===== src/rtl/physeq_pkg.sv =====
`timescale 1ns/1ps
package physeq_pkg;

    localparam int PL_W     = 16;
    localparam int CTRL_W   = PL_W + 4;
    localparam int STAT_W   = PL_W + 1;
    localparam int CAPA_BIT = PL_W;
    localparam int CAPD_BIT = PL_W + 1;
    localparam int WR_BIT   = PL_W + 2;
    localparam int RD_BIT   = PL_W + 3;
    localparam int ACK_BIT  = PL_W;

    typedef enum logic [2:0] {
        STB_NONE,
        STB_CAPA,
        STB_CAPD,
        STB_WR,
        STB_RD
    } strobe_e;

    typedef enum logic [3:0] {
        S_IDLE,
        S_ADR_SET,
        S_ADR_HI,
        S_ADR_LO,
        S_DAT_SET,
        S_DAT_HI,
        S_DAT_LO,
        S_WR_HI,
        S_WR_LO,
        S_RD_HI,
        S_RD_LO
    } seq_state_e;

    typedef struct packed {
        logic            is_wr;
        logic [PL_W-1:0] addr;
        logic [PL_W-1:0] wdata;
    } cmd_t;

    function automatic logic [CTRL_W-1:0] ctrl_word(strobe_e s, logic [PL_W-1:0] pl);
        logic [CTRL_W-1:0] w;
        w = '0;
        w[PL_W-1:0] = pl;
        case (s)
            STB_CAPA: w[CAPA_BIT] = 1'b1;
            STB_CAPD: w[CAPD_BIT] = 1'b1;
            STB_WR:   w[WR_BIT]   = 1'b1;
            STB_RD:   w[RD_BIT]   = 1'b1;
            default:  ;
        endcase
        return w;
    endfunction

    function automatic logic is_wait(seq_state_e s);
        return (s == S_ADR_HI) || (s == S_ADR_LO) || (s == S_DAT_HI) ||
               (s == S_DAT_LO) || (s == S_WR_HI)  || (s == S_WR_LO)  ||
               (s == S_RD_HI)  || (s == S_RD_LO);
    endfunction

    function automatic logic wants_high(seq_state_e s);
        return (s == S_ADR_HI) || (s == S_DAT_HI) || (s == S_WR_HI) || (s == S_RD_HI);
    endfunction

endpackage


===== src/rtl/physeq_ack_wait.sv =====
`timescale 1ns/1ps
module physeq_ack_wait #(
    parameter int SAMPLE_GAP  = 4,
    parameter int MAX_SAMPLES = 10
) (
    input  logic clk,
    input  logic rst,
    input  logic active,
    input  logic want,
    input  logic ack,
    output logic hit,
    output logic expire
);
    localparam int GAP_W = (SAMPLE_GAP > 1) ? $clog2(SAMPLE_GAP) : 1;
    localparam int CNT_W = $clog2(MAX_SAMPLES + 1);

    logic [GAP_W-1:0] gap_cnt;
    logic [CNT_W-1:0] smp_cnt;
    logic             sample_now;
    logic             last_smp;

    assign sample_now = active && (gap_cnt == '0);
    assign last_smp   = (smp_cnt == CNT_W'(MAX_SAMPLES - 1));
    assign hit        = sample_now && (ack == want);
    assign expire     = sample_now && (ack != want) && last_smp;

    always_ff @(posedge clk) begin
        if (rst || !active || hit) begin
            gap_cnt <= '0;
            smp_cnt <= '0;
        end else if (gap_cnt == '0) begin
            smp_cnt <= smp_cnt + 1'b1;
            gap_cnt <= GAP_W'(SAMPLE_GAP - 1);
        end else begin
            gap_cnt <= gap_cnt - 1'b1;
        end
    end

endmodule


===== src/rtl/physeq_fsm.sv =====
`timescale 1ns/1ps
module physeq_fsm
    import physeq_pkg::*;
(
    input  logic              clk,
    input  logic              rst,
    input  logic              req,
    input  cmd_t              req_cmd,
    input  logic [PL_W-1:0]   stat_data,
    input  logic              hit,
    input  logic              expire,
    output logic              wait_active,
    output logic              wait_want,
    output logic [CTRL_W-1:0] ctrl,
    output logic              done,
    output logic              err,
    output logic [PL_W-1:0]   rd_data
);
    seq_state_e      state;
    cmd_t            cmd;
    logic [PL_W-1:0] rd_cap;

    assign wait_active = is_wait(state);
    assign wait_want   = wants_high(state);

    always_ff @(posedge clk) begin
        if (rst) begin
            state   <= S_IDLE;
            cmd     <= '0;
            rd_cap  <= '0;
            rd_data <= '0;
            ctrl    <= '0;
            done    <= 1'b0;
            err     <= 1'b0;
        end else begin
            done <= 1'b0;
            err  <= 1'b0;
            if (state == S_IDLE) begin
                if (req) begin
                    cmd   <= req_cmd;
                    ctrl  <= ctrl_word(STB_NONE, req_cmd.addr);
                    state <= S_ADR_SET;
                end
            end else if (state == S_ADR_SET) begin
                ctrl  <= ctrl_word(STB_CAPA, cmd.addr);
                state <= S_ADR_HI;
            end else if (state == S_DAT_SET) begin
                ctrl  <= ctrl_word(STB_CAPD, cmd.wdata);
                state <= S_DAT_HI;
            end else if (expire) begin
                ctrl  <= '0;
                done  <= 1'b1;
                err   <= 1'b1;
                state <= S_IDLE;
            end else if (hit) begin
                case (state)
                    S_ADR_HI: begin
                        ctrl  <= ctrl_word(STB_NONE, cmd.addr);
                        state <= S_ADR_LO;
                    end
                    S_ADR_LO: begin
                        if (cmd.is_wr) begin
                            ctrl  <= ctrl_word(STB_NONE, cmd.wdata);
                            state <= S_DAT_SET;
                        end else begin
                            ctrl  <= ctrl_word(STB_RD, '0);
                            state <= S_RD_HI;
                        end
                    end
                    S_DAT_HI: begin
                        ctrl  <= ctrl_word(STB_NONE, cmd.wdata);
                        state <= S_DAT_LO;
                    end
                    S_DAT_LO: begin
                        ctrl  <= ctrl_word(STB_WR, '0);
                        state <= S_WR_HI;
                    end
                    S_WR_HI: begin
                        ctrl  <= ctrl_word(STB_NONE, cmd.wdata);
                        state <= S_WR_LO;
                    end
                    S_WR_LO: begin
                        ctrl  <= '0;
                        done  <= 1'b1;
                        state <= S_IDLE;
                    end
                    S_RD_HI: begin
                        rd_cap <= stat_data;
                        ctrl   <= '0;
                        state  <= S_RD_LO;
                    end
                    S_RD_LO: begin
                        rd_data <= rd_cap;
                        done    <= 1'b1;
                        state   <= S_IDLE;
                    end
                    default: state <= S_IDLE;
                endcase
            end
        end
    end

endmodule


===== src/rtl/phy_reg_seq.sv =====
`timescale 1ns/1ps
module phy_reg_seq
    import physeq_pkg::*;
#(
    parameter int SAMPLE_GAP  = 4,
    parameter int MAX_SAMPLES = 10
) (
    input  logic              clk,
    input  logic              rst,
    input  logic              req,
    input  logic              req_write,
    input  logic [PL_W-1:0]   req_addr,
    input  logic [PL_W-1:0]   req_wdata,
    output logic              done,
    output logic              err,
    output logic [PL_W-1:0]   rd_data,
    output logic [CTRL_W-1:0] phy_ctrl,
    input  logic [STAT_W-1:0] phy_stat
);
    cmd_t req_cmd;
    logic wait_active;
    logic wait_want;
    logic hit;
    logic expire;

    assign req_cmd = '{is_wr: req_write, addr: req_addr, wdata: req_wdata};

    physeq_ack_wait #(
        .SAMPLE_GAP  (SAMPLE_GAP),
        .MAX_SAMPLES (MAX_SAMPLES)
    ) waiter_i (
        .clk    (clk),
        .rst    (rst),
        .active (wait_active),
        .want   (wait_want),
        .ack    (phy_stat[ACK_BIT]),
        .hit    (hit),
        .expire (expire)
    );

    physeq_fsm fsm_i (
        .clk         (clk),
        .rst         (rst),
        .req         (req),
        .req_cmd     (req_cmd),
        .stat_data   (phy_stat[PL_W-1:0]),
        .hit         (hit),
        .expire      (expire),
        .wait_active (wait_active),
        .wait_want   (wait_want),
        .ctrl        (phy_ctrl),
        .done        (done),
        .err         (err),
        .rd_data     (rd_data)
    );

endmodule


===== config.mk =====
export PLATFORM = sky130hd
export DESIGN_NAME = phy_reg_seq
export DESIGN_NICKNAME = d
export VERILOG_FILES = /design/src/rtl/physeq_pkg.sv /design/src/rtl/physeq_ack_wait.sv /design/src/rtl/physeq_fsm.sv /design/src/rtl/phy_reg_seq.sv
export SDC_FILE = /design/constraint.sdc
export NUM_CORES = 1
export LEC_CHECK = 0
export ABC_AREA = 1
export BUFFER_PORTS_ARGS = -buffer_cell sky130_fd_sc_hd__buf_4
export CAP_MARGIN = 40
export CELL_PAD_IN_SITES_DETAIL_PLACEMENT = 0
export CELL_PAD_IN_SITES_GLOBAL_PLACEMENT = 1
export CORE_MARGIN = 1.5
export CORE_UTILIZATION = 35
export CTS_BUF_LIST = sky130_fd_sc_hd__clkbuf_8
export DETAILED_ROUTE_END_ITERATION = 10
export MAX_ROUTING_LAYER = met4
export PLACE_DENSITY_LB_ADDON = 0.1
export SLEW_MARGIN = 0
export SYNTH_ARGS = -nofsm -noshare
export SYNTH_HDL_FRONTEND = slang
export SYNTH_HIERARCHICAL = 1
export SYNTH_SLANG_ARGS = --single-unit

===== constraint.sdc =====
create_clock -name clk -period 2.7 [get_ports clk]
set_clock_uncertainty 0.15 [all_clocks]
set_input_delay 0.54 -clock clk [delete_from_list [all_inputs] [get_ports clk]]
set_output_delay 0.54 -clock clk [all_outputs]
set_load 0.1 [all_outputs]

==> PnR_summary.wiki, run 1 <==
{| class="wikitable"
! Metric !! Value
|-
| Number of nets in the layout || 729
|-
| Largest net degree at the start of global routing || between 40 and 50
|-
| Initial core utilization || 0.359
|-
| Sequential fraction of the synthesis area || 0.450
|-
| Wire length per cell || 13.2 µm
|-
| Unrepaired setup endpoints after global routing || no
|-
| TritonCTS buffer count || 9
|-
| Cells traversed along the worst timing path || buf_4 -> nor2_4 -> nand2_1 -> nand3_1 -> nand2_1 -> nand2_1 -> nand2_1 -> nor2_1 -> inv_2 -> nand3_4 -> nor2_4 -> nor2_8 -> nand2_4 -> buf_12 -> nor2_2 -> nand2_1 -> a21oi_2
|-
| Smallest setup slack after layout || about 0.25 ns
|-
| Clock tree from TritonCTS || built
|-
| Most used flip-flop cell after synthesis || dfxtp_1
|-
| Most frequent cell on the critical path || nand2_1
|-
| Total number of H-tree levels || 3
|-
| Area enclosed by the die boundary || ~13000 µm²
|-
| Kind of start point of the critical path || flop
|-
| Hold_buf cts || 0
|-
| Max Fclk || between 0.4 and 0.5 GHz
|-
| # rows || 40
|-
| Initial DRC count || 240
|-
| Post-Syn Nets || 643
|-
| Mapped cell area || ~4300 µm²
|-
| ANT cells || 0
|-
| Worst stage delay on the critical path || 0.37 ns
|-
| Worst path top cell family by delay || simple AND/OR/NAND/NOR gates
|-
| Cell Int Power || between 0.003 and 0.004 W
|-
| Number of max-slew violations in the final report || 0
|-
| Leading post-synthesis cells by cell area || dfxtp_1, nand2_1, nor2_1, inv_1, o21ai_0
|-
| Final Power || ~0.0057 W
|-
| Area added between synthesis and finish || 25.4%
|-
| Internal reg-to-reg setup slack || between 0.2 and 0.25 ns
|-
| Remaining antenna violation count || 0
|-
| Post-CTS Repair Setup Buffers || 0
|-
| Clock sinks || 97
|-
| Kind of end point of the critical path || flop
|-
| Number of standard cells after synthesis || ~600
|-
| Die height || 114 µm
|-
| Final min period || between 2 and 2.5 ns
|-
| Post-synth EDFFs || 0
|-
| Max_cap viols || 0
|-
| Total negative setup slack || 0 ns
|-
| Sequential cell fraction of total power || 0.324
|-
| Instance area after placement || around 5200 µm²
|-
| Total power density per cell area || roughly 1000 nW/µm²
|-
| Cell depth of the worst min-delay path || 3
|-
| Status || finished, final reports clean
|-
| Non-filler instance count after layout || 824
|-
| Library cell with the largest summed area after synthesis || dfxtp_1
|-
| Static leakage || around 2.3 nW
|-
| Average via count per standard cell || 4.64
|-
| Async set-reset flop share out of synthesis || 0
|-
| Mean Syn Cell Area || ~7.4 µm²
|-
| Area taken by flip-flops and latches || around 1900 µm²
|-
| Count of cell instances traversed by the critical path || 17
|-
| Slowest library cell on the worst path || dfxtp_2
|-
| Multi-input gate area || between 1500 and 2000 µm²
|-
| Switching fraction of total power || 0.452
|-
| Grt ovf || 0
|-
| Number of antenna violations at the first check in global routing || 0
|-
| Power share of the clock group || 0.179
|-
| Yosys Warn Count || 6
|-
| Count of pins on the block boundary || between 90 and 100
|-
| Worst skew pair latency || 0.37 ns
|-
| Type of the worst min-delay path || input pin to flop
|-
| FF+latch count, synth || 97
|-
| Share of post-route cells with drive strength above 1 || 0.257
|-
| Switching power summed over all nets || roughly 0.0026 W
|-
| Routability cong. || 0.915
|-
| Maximum fanout encountered on the critical timing path || 15
|-
| Buffers from clock root to sink, at most || 2
|-
| Area share of the leading cell type in the synthesized netlist || 0.450
|-
| Horiz. Die Dim || between 100 and 150 µm
|-
| All-Layer GR Usage || 0.178
|-
| Routed Wire Length || approximately 11 mm
|-
| Comb pwr share || 0.497
|-
| CORE AREA || ~12000 µm²
|-
| Highest-count cells in the layout ignoring fill and taps || buf_4, nand2_1, dfxtp_1, nor2_1, inv_1
|-
| Slew @ Worst Pin || 0.511 ns
|-
| Clock-pin slew on the worst setup and hold paths || ~0.1 ns
|-
| Worst supply voltage drop on vdd || ~330 µV
|-
| Port Buf Inserts || 90
|-
| Final setup vio count || 0
|-
| Hold-critical path endpoint || fsm_i/rd_cap[1]$_SDFFE_PP0P_
|-
| Critical R2R Launch || fsm_i/state[3]$_SDFFE_PP0P_
|-
| WP buf/inv || 3
|-
| Max-slew headroom || 0.660
|-
| First-pass GRT wire length || roughly 18 mm
|-
| Worst setup path category || flop to flop
|-
| Via count of the first global-routing pass || 3568
|-
| CP required || about 2.9 ns
|-
| Via count || ~3800
|-
| R2r worst-path depth || 17
|-
| Most frequent standard cell in the layout excluding fill and tap cells || buf_4
|-
| Final design area excluding fillers || around 5400 µm²
|-
| Count of cells resized by post-cts repair || 0
|-
| Drt first pass iters || 4
|-
| DRC Markers || 0
|-
| Period utilization || 0.908
|-
| Crit path DAT || 2.61 ns
|-
| Worst hold path startpoint || phy_stat[1]
|-
| Filler Cell Count || 1274
|-
| Clk Tree Root Cell || clkbuf_8
|-
| Final HPWL DP || roughly 7.4 mm
|-
| # placed instances || roughly 810
|-
| Total count of hold-check failures in the final report || 0
|-
| Post-Place Worst Slack || 0.0803 ns
|-
| Worst flop-to-flop path endpoint || fsm_i/ctrl[12]$_SDFFE_PP0P_
|-
| Unique cell type count in the Yosys netlist || 30
|}
==> registers in the layout, indices dropped and copies added (netlist names) <==
register and flops:
fsm_i/cmd 33, fsm_i/ctrl 20, fsm_i/done 1, fsm_i/err 1, fsm_i/rd_cap 16, fsm_i/rd_data 16
fsm_i/state 4, waiter_i/gap_cnt 2, waiter_i/smp_cnt 4
==> synth_stat cells, types with 6 or more instances <==
master and instances:
inv_2 6, a21oi_1 49, clkbuf_1 20, a21oi_2 10
dfxtp_1 97, a221oi_1 16, nor2_2 15, inv_1 70
nor2_1 86, o21ai_0 52, nand3_1 28, nand2_1 101
==> tightest hold or removal path, cell delays in order <==
cell and delay (ns):
buf_4 0.07, nor2_1 0.03, nor2_1 0.08
==> layer usage <==
| metal | GRT usage | share of wire |
|---|---|---|
| met5 | - | 0 |
| met3 | 0.0402 | 0.054 |
| met1 | 0.260 | 0.54 |
| met4 | 0.0708 | 0.012 |
| met2 | 0.235 | 0.40 |
==> power groups by stage <==
stage	Sequential [W]	Clock, W	Combinational (W)
after global routing	0.00186	0.00112	0.00311
after CTS	0.00183	0.00106	0.00284
after floorplan	0.00238	0	0.00163
after global placement	0.00186	0	0.00283
final	0.00184	0.00102	0.00282
after detailed placement	0.00186	0	0.00283
==> area by class of cell <==
type | instances | share of cell area
inverter | 76 | 0.0527
sequential | 97 | 0.360
clock buffer | 12 | 0.0305
multi-input combinational | 383 | 0.360
timing repair buffer | 106 | 0.154
clock inverter | 3 | 0.00878
tap | 147 | 0.0340
==> cell families after synthesis <==
logic type,synth area share
flops,0.450
buf+inv,0.101
compound gates,0.175
fa+ha+maj,0.00870
xor+xnor,0.00203
simple gates,0.263
==> worst max-delay path by stage <==
stage	from	to	slack (ns)
final	fsm_i/state[3]$_SDFFE_PP0P_	fsm_i/ctrl[12]$_SDFFE_PP0P_	0.25
after global routing	fsm_i/state[2]$_SDFFE_PP0P_	fsm_i/ctrl[1]$_SDFFE_PP0P_	0.02
after CTS	fsm_i/state[0]$_SDFFE_PP0P_	fsm_i/ctrl[12]$_SDFFE_PP0P_	0.07
after detailed placement	fsm_i/state[0]$_SDFFE_PP0P_	fsm_i/ctrl[12]$_SDFFE_PP0P_	0.08
after global placement	fsm_i/state[2]$_SDFFE_PP0P_	fsm_i/rd_data[1]$_SDFFE_PP0P_	0.02
after floorplan	fsm_i/state[3]$_SDFFE_PP0P_	fsm_i/ctrl[10]$_SDFFE_PP0P_	0.20
==> per-stage QoR <==
step	util	hold WS (ns)
6_report	0.451	0.237
5_1_grt	0.451	0.220
4_1_cts	0.449	0.210
3_5_place_dp	0.431	0.286
3_3_place_gp	0.431	0.284
2_1_floorplan	-	0.280
Note: power is estimated with default switching activity, not from simulation.
==> run 2, diff against run 1 <==
--- a/config.mk
+++ b/config.mk
@@ -12,12 +12,11 @@
 export CELL_PAD_IN_SITES_GLOBAL_PLACEMENT = 1
 export CORE_MARGIN = 1.5
 export CORE_UTILIZATION = 35
-export CTS_BUF_LIST = sky130_fd_sc_hd__clkbuf_8
+export CTS_BUF_LIST = sky130_fd_sc_hd__clkbuf_16
 export DETAILED_ROUTE_END_ITERATION = 10
 export MAX_ROUTING_LAYER = met4
 export PLACE_DENSITY_LB_ADDON = 0.1
 export SLEW_MARGIN = 0
 export SYNTH_ARGS = -nofsm -noshare
 export SYNTH_HDL_FRONTEND = slang
-export SYNTH_HIERARCHICAL = 1
 export SYNTH_SLANG_ARGS = --single-unit
==> run 2 against run 1 <==
  * Fmax increased by 3.5%
  * Critical path type unchanged
  * Final cell count rose by 15%
  * Area after synthesis is 7.2% higher
  * Largest cell class unchanged
  * Flip-flop and latch count is the same
  * First-iteration DRC count fell by 17%
  * Sequential power is 3% higher
  * Combinational power up 4%
==> PnR_summary.wiki, run 2 <==
{| class="wikitable"
! Metric !! Value
|-
| Period utilization || 0.877
|-
| Slew @ Worst Pin || between 0.5 and 0.6 ns
|-
| Number of max-slew violations in the final report || 0
|-
| Proportion of synthesized area in mux cells || 0
|-
| Library cell with the largest summed area after synthesis || dfxtp_1
|-
| All-Layer GR Usage || 0.193
|-
| Synthesized-area fraction occupied by xor and xnor cells || 0.00378
|-
| Count of cells resized by post-cts repair || 0
|-
| FF+latch count, synth || 97
|-
| Post-Syn Nets || 747
|-
| Via count of the first global-routing pass || 4277
|-
| Die height || about 120 µm
|-
| Routed Wire Length || ~13 mm
|-
| Main combinational cell family by area after synthesis || simple AND/OR/NAND/NOR gates
|-
| Kind of start point of the critical path || flop
|-
| Kind of end point of the critical path || flop
|-
| Status || finished, final reports clean
|-
| Drt first pass iters || 4
|-
| Leading post-synthesis cells by cell area || dfxtp_1, nand2_1, a21oi_1, inv_1, nand3_1
|-
| Final min period || roughly 2.4 ns
|-
| Total power density per cell area || between 1000 and 1500 nW/µm²
|-
| Initial DRC count || 199
|-
| CORE AREA || about 13000 µm²
|-
| Clock tree from TritonCTS || built
|-
| Max-slew headroom || 0.631
|-
| Most used flip-flop cell after synthesis || dfxtp_1
|-
| # placed instances || slightly above 900
|-
| ANT cells || 0
|-
| Yosys Warn Count || 0
|-
| Crit path DAT || ~2.5 ns
|-
| Worst skew pair latency || around 0.35 ns
|-
| Clock sinks || 97
|-
| Maximum fanout encountered on the critical timing path || 30
|-
| Number of standard cells after synthesis || just under 700
|-
| Remaining antenna violation count || 0
|-
| Clock-pin slew on the worst setup and hold paths || about 0.070 ns
|-
| Port Buf Inserts || 90
|-
| Count of pins on the block boundary || roughly 90
|-
| Number of antenna violations at the first check in global routing || 0
|-
| Hold_buf cts || 0
|-
| Worst supply voltage drop on vdd || about 350 µV
|-
| Area share of the leading cell type in the synthesized netlist || 0.419
|-
| Async set-reset flop share out of synthesis || 0
|-
| Post-CTS Repair Setup Buffers || 0
|-
| Type of the worst min-delay path || flop to flop
|-
| CP required || about 2.8 ns
|-
| Unrepaired setup endpoints after global routing || no
|-
| Mapped cell area || between 4000 and 5000 µm²
|-
| Final setup vio count || 0
|-
| Wire length per cell || around 13 µm
|-
| Max_cap viols || 0
|-
| Fraction of the mapped netlist area in compound gates || 0.167
|-
| Max reg flops || 33
|-
| First-pass GRT wire length || approximately 21 mm
|-
| Post-synth EDFFs || 0
|-
| Largest net degree at the start of global routing || approximately 40
|-
| Number of nets in the layout || ~830
|-
| Largest Register || fsm_i.cmd
|-
| Total negative setup slack || 0 ns
|-
| Sequential fraction of the synthesis area || 0.419
|-
| Worst setup path category || flop to flop
|-
| Total count of hold-check failures in the final report || 0
|-
| Total number of H-tree levels || 3
|-
| Grt ovf || 0
|-
| # rows || a little over 40
|-
| DRC Markers || 0
|-
| Most instantiated library cell after synthesis || nand2_1
|-
| Horiz. Die Dim || 118 µm
|-
| Area enclosed by the die boundary || about 14000 µm²
|-
| Routability cong. || approximately 0.82
|-
| Buffers from clock root to sink, at most || 2
|-
| Most frequent standard cell in the layout excluding fill and tap cells || nand2_1
|-
| Initial core utilization || 0.362
|-
| TritonCTS buffer count || 9
|-
| Final Power || about 0.0061 W
|-
| Area added between synthesis and finish || 24.9%
|-
| Post-synthesis share of cell area spent on and, or, nand and nor gates || 0.288
|-
| Unique cell type count in the Yosys netlist || 28
|-
| Static leakage || roughly 2.6 nW
|-
| Average via count per standard cell || approximately 4.8
|-
| Synthesized-area fraction occupied by adder cells || 0.00811
|-
| Highest-count cells in the layout ignoring fill and taps || nand2_1, buf_4, dfxtp_1, a21oi_1, inv_1
|-
| Clk Tree Root Cell || clkbuf_16
|-
| Via count || between 4000 and 5000
|-
| Final HPWL DP || 8.64 mm
|-
| Largest registers in the final layout || fsm_i.cmd (33), fsm_i.ctrl (20)
|-
| Mean Syn Cell Area || about 6.7 µm²
|-
| Share of post-route cells with drive strength above 1 || 0.197
|-
| Max Fclk || around 0.42 GHz
|-
| Most frequent cells after synthesis || nand2_1, dfxtp_1, a21oi_1
|-
| Filler Cell Count || approximately 1400
|-
| Non-filler instance count after layout || 949
|-
| Internal reg-to-reg setup slack || between 0.3 and 0.4 ns
|}
run 2: cell types whose count changed in the layout (fill, tap and decap cells not counted), sizes merged, moves of 2 or more:
cell	previous run	this run
nand3	31	54
nand2	107	151
a21oi	59	96
clkbuf	12	9
a221oi	16	5
or2	0	11
inv	77	94
nor3	1	5
nor2	106	71
nand4	1	12
clkinv	1	6
buf	106	108
o21ai	54	48
run 2: logic make-up (layout without fill, tap and decap cells):
kind of cell	count (synthesis)	in the layout
simple gates	306	306
xor+xnor	2	2
flops	97	97
fa+ha+maj	3	3
buf+inv	133	219
compound gates	150	150
run 2: worst paths after layout:
check	from	to	cells after the start
worst max-delay path	fsm_i.state[2]$_SDFFE_PP0P_	fsm_i.ctrl[19]$_SDFFE_PP0P_	12
worst max register to register	fsm_i.state[2]$_SDFFE_PP0P_	fsm_i.ctrl[19]$_SDFFE_PP0P_	12
worst min-delay path	fsm_i.rd_data[10]$_SDFFE_PP0P_	fsm_i.rd_data[10]$_SDFFE_PP0P_	2
worst min register to register	fsm_i.rd_data[10]$_SDFFE_PP0P_	fsm_i.rd_data[10]$_SDFFE_PP0P_	2
run 2: critical path, cell delays in order, from the launching register on:
cell	delay, ns
dfxtp_1	0.46
inv_1	0.12
nor2_1	0.19
nand2_1	0.11
nand3_1	0.11
nand2_1	0.08
nor2_1	0.14
nand2_2	0.19
nand2_1	0.14
nand3_1	0.08
buf_4	0.23
a21oi_1	0.20
nor2_1	0.05
run 2: final cells by class:
type / instances / area [µm²] / share of cell area
multi-input cells: 461 / 2160 / 0.374
flip-flops and latches: 97 / 1940 / 0.336
repair buffers: 108 / 811 / 0.140
inverters: 95 / 357 / 0.0617
clock buffers: 9 / 225 / 0.0390
well taps: 172 / 215 / 0.0372
clock inverters: 7 / 72.6 / 0.0126
run 2: report_power, final:
group	internal, W	switching, W	leakage (nW)	total, W
Sequential	0.00173	0.000167	0.793	0.00190
Combinational	0.000844	0.00208	1.61	0.00293
Clock	0.000718	0.000570	0.147	0.00129
Total	0.00329	0.00282	2.55	0.00611
run 2: routing by layer:
layer  up-vias  routed length, µm  share of wire  GRT usage
li1       2364                  -              -          -
met4         0                201          0.016     0.0716
met3        13                596          0.047     0.0363
met2        99               5910           0.46      0.305
met1      2032               6060           0.47      0.246
met5         -                  0              0          -
run 2: through the flow:
| step | cell area (µm²) | hold slack, ns | utilization | worst slack [ns] |
|---|---|---|---|---|
| 3_3_place_gp | 5480 | 0.288 | 0.429 | 0.324 |
| 5_1_grt | 5780 | 0.312 | 0.453 | 0.0447 |
| 3_5_place_dp | 5480 | 0.290 | 0.429 | 0.321 |
| 6_report | 5780 | 0.294 | 0.453 | 0.331 |
| 4_1_cts | 5780 | 0.300 | 0.453 | 0.313 |
| 2_1_floorplan | 4630 | 0.288 | - | 0.838 |
